--- src/rtl/ring_ag_pkg.sv ---
package ring_ag_pkg;

  localparam int NUM_RINGS       = 3;
  localparam int FIELDS_PER_RING = 3;
  localparam int NUM_FIELDS      = NUM_RINGS * FIELDS_PER_RING;

  localparam logic [1:0] RING_REQ = 2'd0;
  localparam logic [1:0] RING_CMP = 2'd1;
  localparam logic [1:0] RING_MSG = 2'd2;

  // Ring-state field codes; the lowest pending code is written first.
  typedef enum logic [3:0] {
    WB_REQ_PROD = 4'd0,
    WB_REQ_CONS = 4'd1,
    WB_REQ_LOG2 = 4'd2,
    WB_CMP_PROD = 4'd3,
    WB_CMP_CONS = 4'd4,
    WB_CMP_LOG2 = 4'd5,
    WB_MSG_PROD = 4'd6,
    WB_MSG_CONS = 4'd7,
    WB_MSG_LOG2 = 4'd8
  } wb_field_e;

endpackage

--- src/rtl/ring_size_log2.sv ---
// Derives the published log2 and the index mask from a page count.
module ring_size_log2 #(
  parameter int CNT_W    = 4,
  parameter int EPP_LOG2 = 5
) (
  input  logic [CNT_W-1:0] npages,
  output logic [5:0]       log2_o,
  output logic [31:0]      mask_o
);

  localparam int CAP_W = CNT_W + EPP_LOG2;

  logic [CAP_W-1:0] cap_m1;

  always_comb begin
    cap_m1 = {npages, {EPP_LOG2{1'b0}}} - CAP_W'(1);
    log2_o = '0;
    for (int i = 0; i < CAP_W; i++) begin
      if (cap_m1[i]) log2_o = 6'(i + 1);
    end
    mask_o = '0;
    for (int i = 0; i < 32; i++) begin
      if (i < int'(log2_o)) mask_o[i] = 1'b1;
    end
  end

endmodule

--- src/rtl/ring_page_table.sv ---
// Per-ring table of page frame numbers, one register per slot.
module ring_page_table #(
  parameter int MAX_PAGES = 8,
  parameter int PPN_W     = 40,
  parameter int PG_W      = 3
) (
  input  logic             clk,
  input  logic             rst_n,
  input  logic             clear,
  input  logic             we,
  input  logic [PG_W-1:0]  wsel,
  input  logic [PPN_W-1:0] wppn,
  input  logic [PG_W-1:0]  rsel,
  output logic [PPN_W-1:0] rppn
);

  logic [PPN_W-1:0] slot_q [MAX_PAGES];

  for (genvar g = 0; g < MAX_PAGES; g++) begin : g_slot
    logic             slot_en;
    logic [PPN_W-1:0] slot_d;

    always_comb begin
      slot_en = clear || (we && (wsel == PG_W'(g)));
      slot_d  = clear ? '0 : wppn;
    end

    always_ff @(posedge clk or negedge rst_n) begin
      if (!rst_n)       slot_q[g] <= '0;
      else if (slot_en) slot_q[g] <= slot_d;
    end
  end

  always_comb begin
    rppn = '0;
    for (int i = 0; i < MAX_PAGES; i++) begin
      if (rsel == PG_W'(i)) rppn = slot_q[i];
    end
  end

endmodule

--- src/rtl/ring_addr_map.sv ---
// Splits a masked ring index into page select and in-page byte offset.
module ring_addr_map #(
  parameter int IDX_W      = 8,
  parameter int EPP_LOG2   = 5,
  parameter int DESC_LOG2  = 7,
  parameter int PG_W       = 3,
  parameter int PPN_W      = 40,
  parameter int PAGE_SHIFT = 12
) (
  input  logic [IDX_W-1:0]            ptr_lo,
  input  logic [IDX_W-1:0]            mask_lo,
  input  logic [PPN_W-1:0]            page_ppn,
  output logic [PG_W-1:0]             page_sel,
  output logic [PPN_W+PAGE_SHIFT-1:0] addr
);

  localparam int ADDR_W = PPN_W + PAGE_SHIFT;

  logic [IDX_W-1:0]  idx;
  logic [ADDR_W-1:0] base;
  logic [ADDR_W-1:0] offset;

  always_comb begin
    idx      = ptr_lo & mask_lo;
    page_sel = PG_W'(idx[IDX_W-1:EPP_LOG2]);
    base     = {page_ppn, {PAGE_SHIFT{1'b0}}};
    offset   = ADDR_W'(idx[EPP_LOG2-1:0]) << DESC_LOG2;
    addr     = base + offset;
  end

endmodule

--- src/rtl/ring_lane.sv ---
// One ring: page table, geometry registers, free-running pointer, address.
module ring_lane #(
  parameter int MAX_PAGES  = 8,
  parameter int PPN_W      = 40,
  parameter int PAGE_SHIFT = 12,
  parameter int DESC_LOG2  = 7,
  parameter int PG_W       = 3,
  parameter int CNT_W      = 4
) (
  input  logic                        clk,
  input  logic                        rst_n,
  input  logic                        clear,
  input  logic                        tbl_we,
  input  logic [PG_W-1:0]             tbl_sel,
  input  logic [PPN_W-1:0]            tbl_ppn,
  input  logic                        commit,
  input  logic [CNT_W-1:0]            commit_npages,
  input  logic                        advance,
  output logic                        valid_o,
  output logic [31:0]                 ptr_o,
  output logic [31:0]                 mask_o,
  output logic [5:0]                  log2_o,
  output logic [PPN_W+PAGE_SHIFT-1:0] addr_o
);

  localparam int EPP_LOG2 = PAGE_SHIFT - DESC_LOG2;
  localparam int IDX_W    = PG_W + EPP_LOG2;

  logic        valid_q, valid_d;
  logic [31:0] ptr_q, ptr_d;
  logic [31:0] mask_q, mask_d;
  logic [5:0]  log2_q, log2_d;
  logic        state_en;
  logic [5:0]  calc_log2;
  logic [31:0] calc_mask;
  logic [PG_W-1:0]  page_sel;
  logic [PPN_W-1:0] page_ppn;

  ring_size_log2 #(
    .CNT_W    (CNT_W),
    .EPP_LOG2 (EPP_LOG2)
  ) u_size (
    .npages (commit_npages),
    .log2_o (calc_log2),
    .mask_o (calc_mask)
  );

  ring_page_table #(
    .MAX_PAGES (MAX_PAGES),
    .PPN_W     (PPN_W),
    .PG_W      (PG_W)
  ) u_tbl (
    .clk   (clk),
    .rst_n (rst_n),
    .clear (clear),
    .we    (tbl_we),
    .wsel  (tbl_sel),
    .wppn  (tbl_ppn),
    .rsel  (page_sel),
    .rppn  (page_ppn)
  );

  ring_addr_map #(
    .IDX_W      (IDX_W),
    .EPP_LOG2   (EPP_LOG2),
    .DESC_LOG2  (DESC_LOG2),
    .PG_W       (PG_W),
    .PPN_W      (PPN_W),
    .PAGE_SHIFT (PAGE_SHIFT)
  ) u_map (
    .ptr_lo   (ptr_q[IDX_W-1:0]),
    .mask_lo  (mask_q[IDX_W-1:0]),
    .page_ppn (page_ppn),
    .page_sel (page_sel),
    .addr     (addr_o)
  );

  always_comb begin
    valid_d  = valid_q;
    ptr_d    = ptr_q;
    mask_d   = mask_q;
    log2_d   = log2_q;
    state_en = clear || commit || advance;
    if (clear) begin
      valid_d = 1'b0;
      ptr_d   = '0;
      mask_d  = '0;
      log2_d  = '0;
    end else if (commit) begin
      valid_d = 1'b1;
      ptr_d   = '0;
      mask_d  = calc_mask;
      log2_d  = calc_log2;
    end else if (advance) begin
      ptr_d   = ptr_q + 32'd1;
    end
  end

  always_ff @(posedge clk or negedge rst_n) begin
    if (!rst_n) begin
      valid_q <= 1'b0;
      ptr_q   <= '0;
      mask_q  <= '0;
      log2_q  <= '0;
    end else if (state_en) begin
      valid_q <= valid_d;
      ptr_q   <= ptr_d;
      mask_q  <= mask_d;
      log2_q  <= log2_d;
    end
  end

  assign valid_o = valid_q;
  assign ptr_o   = ptr_q;
  assign mask_o  = mask_q;
  assign log2_o  = log2_q;

endmodule

--- src/rtl/ring_state_wb.sv ---
// Pending-field scheduler for ring-state write-back, lowest code first.
module ring_state_wb
  import ring_ag_pkg::*;
(
  input  logic                  clk,
  input  logic                  rst_n,
  input  logic                  clear,
  input  logic [NUM_FIELDS-1:0] set_i,
  input  logic [31:0]           req_ptr,
  input  logic [31:0]           cmp_ptr,
  input  logic [31:0]           msg_ptr,
  input  logic [5:0]            req_log2,
  input  logic [5:0]            cmp_log2,
  input  logic [5:0]            msg_log2,
  output logic                  ws_valid,
  output logic [3:0]            ws_field,
  output logic [31:0]           ws_data
);

  logic [NUM_FIELDS-1:0] pend_q, pend_d, grant;
  logic                  found;
  logic [3:0]            grant_idx;
  logic [31:0]           grant_data;
  logic                  pend_en;
  logic                  valid_d;

  always_comb begin
    grant     = '0;
    grant_idx = '0;
    found     = 1'b0;
    for (int i = 0; i < NUM_FIELDS; i++) begin
      if (pend_q[i] && !found) begin
        grant[i]  = 1'b1;
        grant_idx = 4'(i);
        found     = 1'b1;
      end
    end

    case (grant_idx)
      WB_REQ_CONS: grant_data = req_ptr;
      WB_REQ_LOG2: grant_data = 32'(req_log2);
      WB_CMP_PROD: grant_data = cmp_ptr;
      WB_CMP_LOG2: grant_data = 32'(cmp_log2);
      WB_MSG_PROD: grant_data = msg_ptr;
      WB_MSG_LOG2: grant_data = 32'(msg_log2);
      default:     grant_data = '0;
    endcase

    pend_en = clear || found || (|set_i);
    pend_d  = clear ? '0 : ((pend_q & ~grant) | set_i);
    valid_d = found && !clear;
  end

  always_ff @(posedge clk or negedge rst_n) begin
    if (!rst_n)       pend_q <= '0;
    else if (pend_en) pend_q <= pend_d;
  end

  always_ff @(posedge clk or negedge rst_n) begin
    if (!rst_n) begin
      ws_valid <= 1'b0;
      ws_field <= '0;
      ws_data  <= '0;
    end else begin
      ws_valid <= valid_d;
      ws_field <= grant_idx;
      ws_data  <= grant_data;
    end
  end

endmodule

--- src/rtl/desc_ring_addrgen.sv ---
// Top: command decode, three ring lanes and the ring-state write-back.
module desc_ring_addrgen
  import ring_ag_pkg::*;
#(
  parameter int MAX_PAGES     = 8,   // power of two keeps page select in range
  parameter int PPN_W         = 40,
  parameter int PAGE_SHIFT    = 12,
  parameter int REQ_DESC_LOG2 = 7,
  parameter int CMP_DESC_LOG2 = 5,
  parameter int MSG_DESC_LOG2 = 6,
  localparam int PG_W   = (MAX_PAGES > 1) ? $clog2(MAX_PAGES) : 1,
  localparam int CNT_W  = $clog2(MAX_PAGES + 1),
  localparam int ADDR_W = PPN_W + PAGE_SHIFT
) (
  input  logic              clk,
  input  logic              rst_n,
  input  logic [1:0]        cfg_ring,
  input  logic              cfg_page_we,
  input  logic [PG_W-1:0]   cfg_page_sel,
  input  logic [PPN_W-1:0]  cfg_page_ppn,
  input  logic              cfg_commit,
  input  logic [CNT_W-1:0]  cfg_npages,
  input  logic              cleanup,
  input  logic [31:0]       req_prod_idx,
  input  logic              req_pop,
  input  logic              req_flush,
  output logic              req_avail,
  output logic [ADDR_W-1:0] req_addr,
  input  logic              cmp_push,
  input  logic              cmp_flush,
  output logic              cmp_ready,
  output logic [ADDR_W-1:0] cmp_addr,
  input  logic [31:0]       msg_cons_idx,
  input  logic              msg_push,
  output logic              msg_room,
  output logic [ADDR_W-1:0] msg_addr,
  output logic              ws_valid,
  output logic [3:0]        ws_field,
  output logic [31:0]       ws_data
);

  logic [NUM_RINGS-1:0]  lane_we, lane_commit, lane_adv, lane_valid;
  logic [31:0]           lane_ptr  [NUM_RINGS];
  logic [31:0]           lane_mask [NUM_RINGS];
  logic [5:0]            lane_log2 [NUM_RINGS];
  logic [ADDR_W-1:0]     lane_addr [NUM_RINGS];
  logic                  npages_ok, data_ready, commit_ok;
  logic [31:0]           msg_gap;
  logic [NUM_FIELDS-1:0] wb_set;

  for (genvar r = 0; r < NUM_RINGS; r++) begin : g_lane
    localparam int DL2 = (r == 0) ? REQ_DESC_LOG2 :
                         (r == 1) ? CMP_DESC_LOG2 : MSG_DESC_LOG2;
    ring_lane #(
      .MAX_PAGES  (MAX_PAGES),
      .PPN_W      (PPN_W),
      .PAGE_SHIFT (PAGE_SHIFT),
      .DESC_LOG2  (DL2),
      .PG_W       (PG_W),
      .CNT_W      (CNT_W)
    ) u_lane (
      .clk           (clk),
      .rst_n         (rst_n),
      .clear         (cleanup),
      .tbl_we        (lane_we[r]),
      .tbl_sel       (cfg_page_sel),
      .tbl_ppn       (cfg_page_ppn),
      .commit        (lane_commit[r]),
      .commit_npages (cfg_npages),
      .advance       (lane_adv[r]),
      .valid_o       (lane_valid[r]),
      .ptr_o         (lane_ptr[r]),
      .mask_o        (lane_mask[r]),
      .log2_o        (lane_log2[r]),
      .addr_o        (lane_addr[r])
    );
  end

  always_comb begin
    npages_ok  = (cfg_npages != '0) && (cfg_npages <= CNT_W'(MAX_PAGES));
    data_ready = lane_valid[0] && lane_valid[1];
    commit_ok  = cfg_commit && npages_ok && !cleanup &&
                 ((cfg_ring != RING_MSG) || data_ready);
    for (int r = 0; r < NUM_RINGS; r++) begin
      lane_we[r]     = cfg_page_we && !cleanup && (cfg_ring == 2'(r));
      lane_commit[r] = commit_ok && (cfg_ring == 2'(r));
    end

    req_avail = lane_valid[0] && (req_prod_idx != lane_ptr[0]);
    cmp_ready = lane_valid[1];
    msg_gap   = lane_ptr[2] - msg_cons_idx;
    msg_room  = lane_valid[2] &&
                ({1'b0, msg_gap} < ({1'b0, lane_mask[2]} + 33'd1));

    lane_adv[0] = req_pop && req_avail && !cleanup;
    lane_adv[1] = cmp_push && cmp_ready && !cleanup;
    lane_adv[2] = msg_push && msg_room && !cleanup;

    wb_set = '0;
    for (int r = 0; r < NUM_RINGS; r++) begin
      if (lane_commit[r]) wb_set[FIELDS_PER_RING*r +: FIELDS_PER_RING] = '1;
    end
    if (req_flush && lane_valid[0] && !cleanup) wb_set[int'(WB_REQ_CONS)] = 1'b1;
    if (cmp_flush && lane_valid[1] && !cleanup) wb_set[int'(WB_CMP_PROD)] = 1'b1;
    if (lane_adv[2])                            wb_set[int'(WB_MSG_PROD)] = 1'b1;

    req_addr = lane_addr[0];
    cmp_addr = lane_addr[1];
    msg_addr = lane_addr[2];
  end

  ring_state_wb u_wb (
    .clk      (clk),
    .rst_n    (rst_n),
    .clear    (cleanup),
    .set_i    (wb_set),
    .req_ptr  (lane_ptr[0]),
    .cmp_ptr  (lane_ptr[1]),
    .msg_ptr  (lane_ptr[2]),
    .req_log2 (lane_log2[0]),
    .cmp_log2 (lane_log2[1]),
    .msg_log2 (lane_log2[2]),
    .ws_valid (ws_valid),
    .ws_field (ws_field),
    .ws_data  (ws_data)
  );

endmodule

--- config.mk ---
export PLATFORM = sky130hd
export DESIGN_NAME = desc_ring_addrgen
export DESIGN_NICKNAME = d
export VERILOG_FILES = /design/src/rtl/ring_ag_pkg.sv /design/src/rtl/ring_size_log2.sv /design/src/rtl/ring_page_table.sv /design/src/rtl/ring_addr_map.sv /design/src/rtl/ring_lane.sv /design/src/rtl/ring_state_wb.sv /design/src/rtl/desc_ring_addrgen.sv
export SDC_FILE = /design/constraint.sdc
export NUM_CORES = 2
export LEC_CHECK = 0
export ABC_CLOCK_PERIOD_IN_PS = 6250
export BUFFER_PORTS_ARGS = -buffer_cell sky130_fd_sc_hd__buf_2
export CAP_MARGIN = 40
export CORE_MARGIN = 5
export CORE_UTILIZATION = 55
export CTS_BUF_LIST = sky130_fd_sc_hd__clkbuf_4 sky130_fd_sc_hd__clkbuf_8
export DETAILED_ROUTE_END_ITERATION = 6
export GPL_ROUTABILITY_DRIVEN = 0
export PLACE_DENSITY = 0.73
export SYNTH_ARGS = -nofsm -noshare
export SYNTH_HDL_FRONTEND = slang
export SYNTH_SLANG_ARGS = --single-unit
--- constraint.sdc ---
create_clock -name clk -period 6.25 [get_ports clk]
set_clock_uncertainty 0.1 [all_clocks]
set_input_delay 1.25 -clock clk [delete_from_list [all_inputs] [get_ports clk]]
set_output_delay 1.25 -clock clk [all_outputs]
set_load 0.05 [all_outputs]
* Word level (Yosys, flattened, before mapping)
Index checks and enable logic that the tools add are counted.
** Word-level totals
- Word-level logic and storage cells :: 430
- Bits in registers :: 1173
- Output and inout bits :: 196
- Latch bits :: 0
- Memory bits (writable) :: 0
- ROM bits :: 0
- Memories kept :: 0
** Cells by class
- Div/mod/pow operators :: 0
- Equality and inequality tests :: 38
- $lt $le $gt $ge :: 52
- Mux-type cells :: 165
- Add/sub/neg operators :: 11
- Multiply operators :: 0
- Bitwise logic cells :: 6
- Shift-type cells :: 0
- Reductions and logical operators :: 118
** Operator list (count)
- $mux 40 :: 25
- $mux 32 :: 11
- $mux 6 :: 33
- $pmux 32 s6 :: 1
- $add 52x12->52 :: 3
- $add 32x1->32 const B :: 3
- $lt 5x6->1 const A :: 16
- $mux 1 :: 80
- $lt 3x6->1 const A :: 12
- $lt 4x6->1 const A :: 10
- $logic_and 1x1->1 :: 57
- $eq 3x3->1 const B :: 16
- $lt 1x6->1 const A :: 6
- $lt 2x6->1 const A :: 6
- $add 32x1->33 const B :: 1
- $logic_or 1x1->1 :: 33
- $lt 32x33->1 :: 1
- $ne 32x32->1 :: 1
- $sub 32x32->32 :: 1
- $eq 3x2->1 const B :: 8
- $mux 3 :: 7
- $mux 10 :: 2
- $and 9x9->9 :: 2
- $mux 8 :: 2
- 27 further kinds :: 53

* Depth between registers and ports, before layout
- Depth after elaboration :: 29
- Depth in mapped cells :: 22
- Depth with buffers taken out :: 20

* Hierarchy
A second synthesis with hierarchy kept.
** Unflattened totals
- Cell total of the unflattened synthesis :: 7307
- Area, all modules :: 65356.4 um2
** Modules (own cells, without submodules)
- ring_page_table (g_lane[1].u_lane.u_tbl ...) :: area an instance 16016.6 um2, cells each 1909, instances 2
- ring_page_table (g_lane[0].u_lane.u_tbl) :: area an instance 15648.8 um2, cells each 1587, instances 1
- ring_lane :: area an instance 3281.9 um2, cells each 310, instances 3
- desc_ring_addrgen :: area an instance 3410.8 um2, cells each 469, instances 1
- ring_state_wb :: area an instance 2011.9 um2, cells each 175, instances 1
- ring_size_log2 (g_lane[2].u_lane.u_size) :: area an instance 434.2 um2, cells each 59, instances 1
- ring_addr_map (g_lane[0].u_lane.u_map) :: area an instance 406.6 um2, cells each 56, instances 1
- ring_addr_map (g_lane[2].u_lane.u_map) :: area an instance 405.4 um2, cells each 56, instances 1
- ring_addr_map (g_lane[1].u_lane.u_map) :: area an instance 404.1 um2, cells each 56, instances 1
- ring_size_log2 (g_lane[0].u_lane.u_size) :: area an instance 377.9 um2, cells each 52, instances 1
- ring_size_log2 (g_lane[1].u_lane.u_size) :: area an instance 377.9 um2, cells each 49, instances 1

* Worst setup path before layout
No wires, ideal clock.
- Path type :: input to output
- Start point :: input msg_cons_idx[0]
- End point :: output msg_room
- Path buffers :: 0
- Required time :: 4.900 ns
- Stages :: 17
- Setup slack :: -0.919 ns
- Arrival time :: 5.819 ns
- Cell sequence :: ha_1 inv_1 fa_1 a211oi_1 nor3_1 or3_1 a21oi_1 xnor2_1 ha_1 a21oi_1 nor2b_1 o21ai_0 o211ai_1 a21oi_1 o21ai_0 or4_1 nor4_1
** On the way
- Word-level cells in the longest chain between the ends :: 3
** Ends and longest elaborated chain
- start, declared :: RTL line desc_ring_addrgen.sv:33 : input logic [31:0] msg_cons_idx,
- $sub 32x32->32 :: RTL line desc_ring_addrgen.sv:91 : msg_gap = lane_ptr[2] - msg_cons_idx;
- $lt 32x33->1 :: RTL line desc_ring_addrgen.sv:93 : ({1'b0, msg_gap} < ({1'b0, lane_mask[2]} + 33'd1));
- $logic_and 1x1->1 :: RTL line desc_ring_addrgen.sv:92 : msg_room = lane_valid[2] &&
- end, declared :: RTL line desc_ring_addrgen.sv:35 : output logic msg_room,
Every way passes these cells.

* Worst setup path after layout
Ends and elaborated chain as after synthesis.

==> summary.txt <==
Detailed routing
  • Via count: 52300
  • Wirelength, routed: 192000 µm
  • Via density: 6.13
  • First drt pass iteration count: 7
  • Initial drt markers: 6324
  • # DRC: 0
  • WL per Instance: 22.5 µm
  • Remaining antenna violation count: 0

Logic synthesis
  • Synth Instances: 6933
  • Cell with the most instances after synthesis: nand2_1
  • YS warnings: 0
  • Synth cell count leaders: 2422 x nand2_1, 1281 x a21oi_1, 1147 x dfrtp_1, 545 x clkbuf_1, 243 x nor2_1
  • Syn Std Cell Area: 57300 µm²
  • Area leader, netlist: dfrtp_1
  • Post-synth EDFFs: 0
  • Primary FF master, synth: dfrtp_1
  • Top cells by area, synth: dfrtp_1 50%, nand2_1 16%, a21oi_1 11%
  • Seq/Total Area, Yosys: 50.1%
  • Register bit count reported by yosys: 1147
  • Fraction of registers with async set/reset: 100%
  • Syn avg cell area: 8.26 µm²
  • Share of the synthesized area in the top cell type: 50.1%
  • Distinct cells, synth: 78

STA
  • Fin crit period: 6.23 ns
  • Post-route setup slack: 0.0249 ns
  • Period Utilization, post-route: 99.6%
  • Final setup viols: 0
  • Fin. Hold Viols: 0
  • FMAX: 161 MHz
  • Worst slew pin tran: 0.991 ns
  • Max-slew violation count: 0
  • RSZ-0062 raised after global routing: yes
  • Slew Limit Headroom: 34.0%
  • Fin Setup TNS: 0 ns

Finish
  • Share of cells above drive strength 1: 13.4%
  • Register area: 28700 µm²
  • Synthesis-to-finish area growth: 12.0%
  • Area of the multi-input gates: 26200 µm²
  • # fillers: 8883
  • Nets: 7182

Clocking
  • Total CTS buffers: 185
  • Clk Latency, worst-skew pair: 0.85 ns
  • Cts hold-fix bufs: 0
  • Reg clk slew, reported paths: 0.06 ns
  • Root buffer cell: clkbuf_8
  • TritonCTS clock tree: built
  • Clock sinks: 1147
  • CTS Buffer Depth: 3
  • Clock H-tree levels: 4

Worst setup path
  • Setup Crit Path Kind: input port to output port
  • CP Capture Type: output port
  • Worst reg-to-reg path cell count: 22
  • Critical Path Fanout Max: 2
  • CP startpoint kind: input port
  • Flop-to-flop setup slack: 1.55 ns
  • Critical R2R Capture: g_lane[2].u_lane.ptr_o[9]$_DFFE_PN0P_
  • Critical Path AT: 4.88 ns
  • Reg2reg start: g_lane[2].u_lane.ptr_o[0]$_DFFE_PN0P_
  • CP required: 4.90 ns

Floorplanning
  • Die Span Y: 333 µm
  • Initial core utilization: 55.4%
  • Row cnt: 118
  • I/O pin total: 319
  • Die area: 111000 µm²
  • Die X: 333 µm
  • Core area: 103000 µm²

Pwr
  • Switching pwr: 3700 µW
  • Power per cell area: 235 nW/µm²
  • Comb power frac: 5.3%
  • Switching Fraction: 24.6%
  • P_leak: 0.0270 µW
  • Clock share of power: 45.0%
  • Flop pwr share: 49.7%
  • Int Power: 11400 µW
  • Peak VDD IR: 174 µV

Place
  • Pre-CTS WS: -0.257 ns
  • DPL Wire Length: 118000 µm
  • Port bufs: 300

Global routing
  • Initial antenna violation count: 16
  • Number of global-route vias before repair: 50900
  • Largest net degree at the start of global routing: 198
  • Global route overflow: 0
  • Gr usage total: 33.7%
  • First-pass GRT wire length: 296000 µm

Flow run
  • MaxCap Viol Count: 0

Run status
  • Status: finished clean

Min path
  • Min-Delay Path Class: input port to asynchronous set/reset pin
-- critical path, cell delays in order --
cell and delay, ns:
buf_2 0.09, ha_1 0.16, inv_1 0.06, fa_2 0.35, a211oi_2 0.18, buf_4 0.14, nor3_1 0.06, or3_1 0.34
a21oi_2 0.17, xnor2_1 0.10, ha_1 0.33, a21oi_2 0.15, nor2b_1 0.06, o21ai_1 0.11, o211ai_1 0.11, a21oi_2 0.19
o21ai_1 0.08, or4_4 0.56, nor4_4 0.20, buf_6 0.20
-- metal layers --
metal,global-route usage (%),part of all wire [%]
met4,14.4,4.5
met3,7.83,10
met5,0,0.021
met2,53.4,46
met1,45.1,39
-- worst max-delay path by stage --
stage                                          startpoint  endpoint  slack [ns]
detailed placement                        msg_cons_idx[0]  msg_room       -0.26
global route        g_lane[2].u_lane.ptr_o[0]$_DFFE_PN0P_  msg_room       -0.26
global placement                          msg_cons_idx[0]  msg_room       -0.34
finish                                    msg_cons_idx[0]  msg_room        0.02
CTS                 g_lane[2].u_lane.ptr_o[0]$_DFFE_PN0P_  msg_room       -0.12
floorplan                                 msg_cons_idx[0]  msg_room        0.02
-- what timing repair did --
action                     4_1_cts  5_1_grt
resized for setup               10        1
hold endpoints to repair         0        0
gates cloned                     0        0
buffers inserted                 1        0
pin swaps                        6        4
setup endpoints to repair        1        1
-- registers in the layout, indices dropped and copies added, names as in the netlist --
signal	flops
g_lane.u_lane.mask_o	33
g_lane.u_lane.log2_o	9
u_wb.pend_q	9
g_lane.u_lane.ptr_o	96
g_lane.u_lane.valid_o	3
g_lane.u_lane.u_tbl.slot_q	960
u_wb.ws_field	4
u_wb.ws_valid	1
u_wb.ws_data	32
-- area by class of cell --
| type | count | share of cell area [%] |
|---|---|---|
| sequential | 1147 | 44.7 |
| multi-input combinational | 5096 | 40.8 |
| clock buffer | 295 | 5.66 |
| timing repair buffer | 470 | 5.12 |
| tap | 1380 | 2.69 |
| inverter | 105 | 0.614 |
| clock inverter | 25 | 0.306 |
| antenna | 9 | 0.0351 |
-- power groups by stage --
stage,Sequential [µW],Combinational [µW],Clock (µW)
floorplan,7610,380,0
global placement,7610,767,0
detailed placement,7610,786,0
CTS,7480,790,6830
global route,7480,863,7160
finish,7480,798,6770
-- cell usage in the layout, fill, tap and decap left out, types with 10 or more instances in the layout --
master,netlist,final
nand2_1,2422,2407
buf_4,18,135
a21oi_1,1281,1278
nand3b_1,15,15
xnor2_1,73,73
o31ai_1,29,29
nand3_1,56,56
inv_1,104,103
clkinv_2,0,16
ha_1,53,53
xor2_1,54,54
o21ai_0,206,204
nor2_4,0,22
o22ai_1,79,79
and2_1,38,30
a221o_1,32,32
nand2b_1,16,14
a21o_1,13,13
nand2_2,0,15
nand4_1,36,36
nor2b_1,13,13
and3_1,25,22
buf_16,0,12
or4_1,24,23
nor3_1,31,31
a222oi_1,28,28
mux4_2,73,73
dfrtp_1,1147,1147
clkbuf_4,0,69
or3_1,22,21
o21a_1,10,10
conb_1,1,18
nor2_1,243,216
buf_2,8,299
a22oi_1,47,47
clkbuf_8,0,226
mux2i_1,45,45
buf_12,0,18
-- through the flow --
stage	utilization [%]	cell area [µm²]	cells	hold WS, ns	power (µW)
CTS	62.0	64100	8518	0.339	15100
floorplan	-	57400	6950	0.370	7990
finish	62.0	64200	8527	0.341	15100
detailed placement	58.2	60300	8197	0.410	8400
global placement	57.7	59700	8170	0.392	8380
global route	62.0	64100	8522	0.391	15500
-- cells by family (layout without fill, tap and decap cells) --
group | after synthesis | after routing | share of synthesized area [%]
simple gates | 2987 | 2987 | 21.0
compound gates | 1792 | 1792 | 17.3
flops | 1147 | 1147 | 50.1
buf+inv | 707 | 895 | 4.80
xor+xnor | 127 | 127 | 1.94
mux | 118 | 118 | 3.66
fa+ha+maj | 54 | 54 | 1.19
other cells | 1 | 27 | 0.00655
Note: power is estimated with default switching activity, not from simulation.
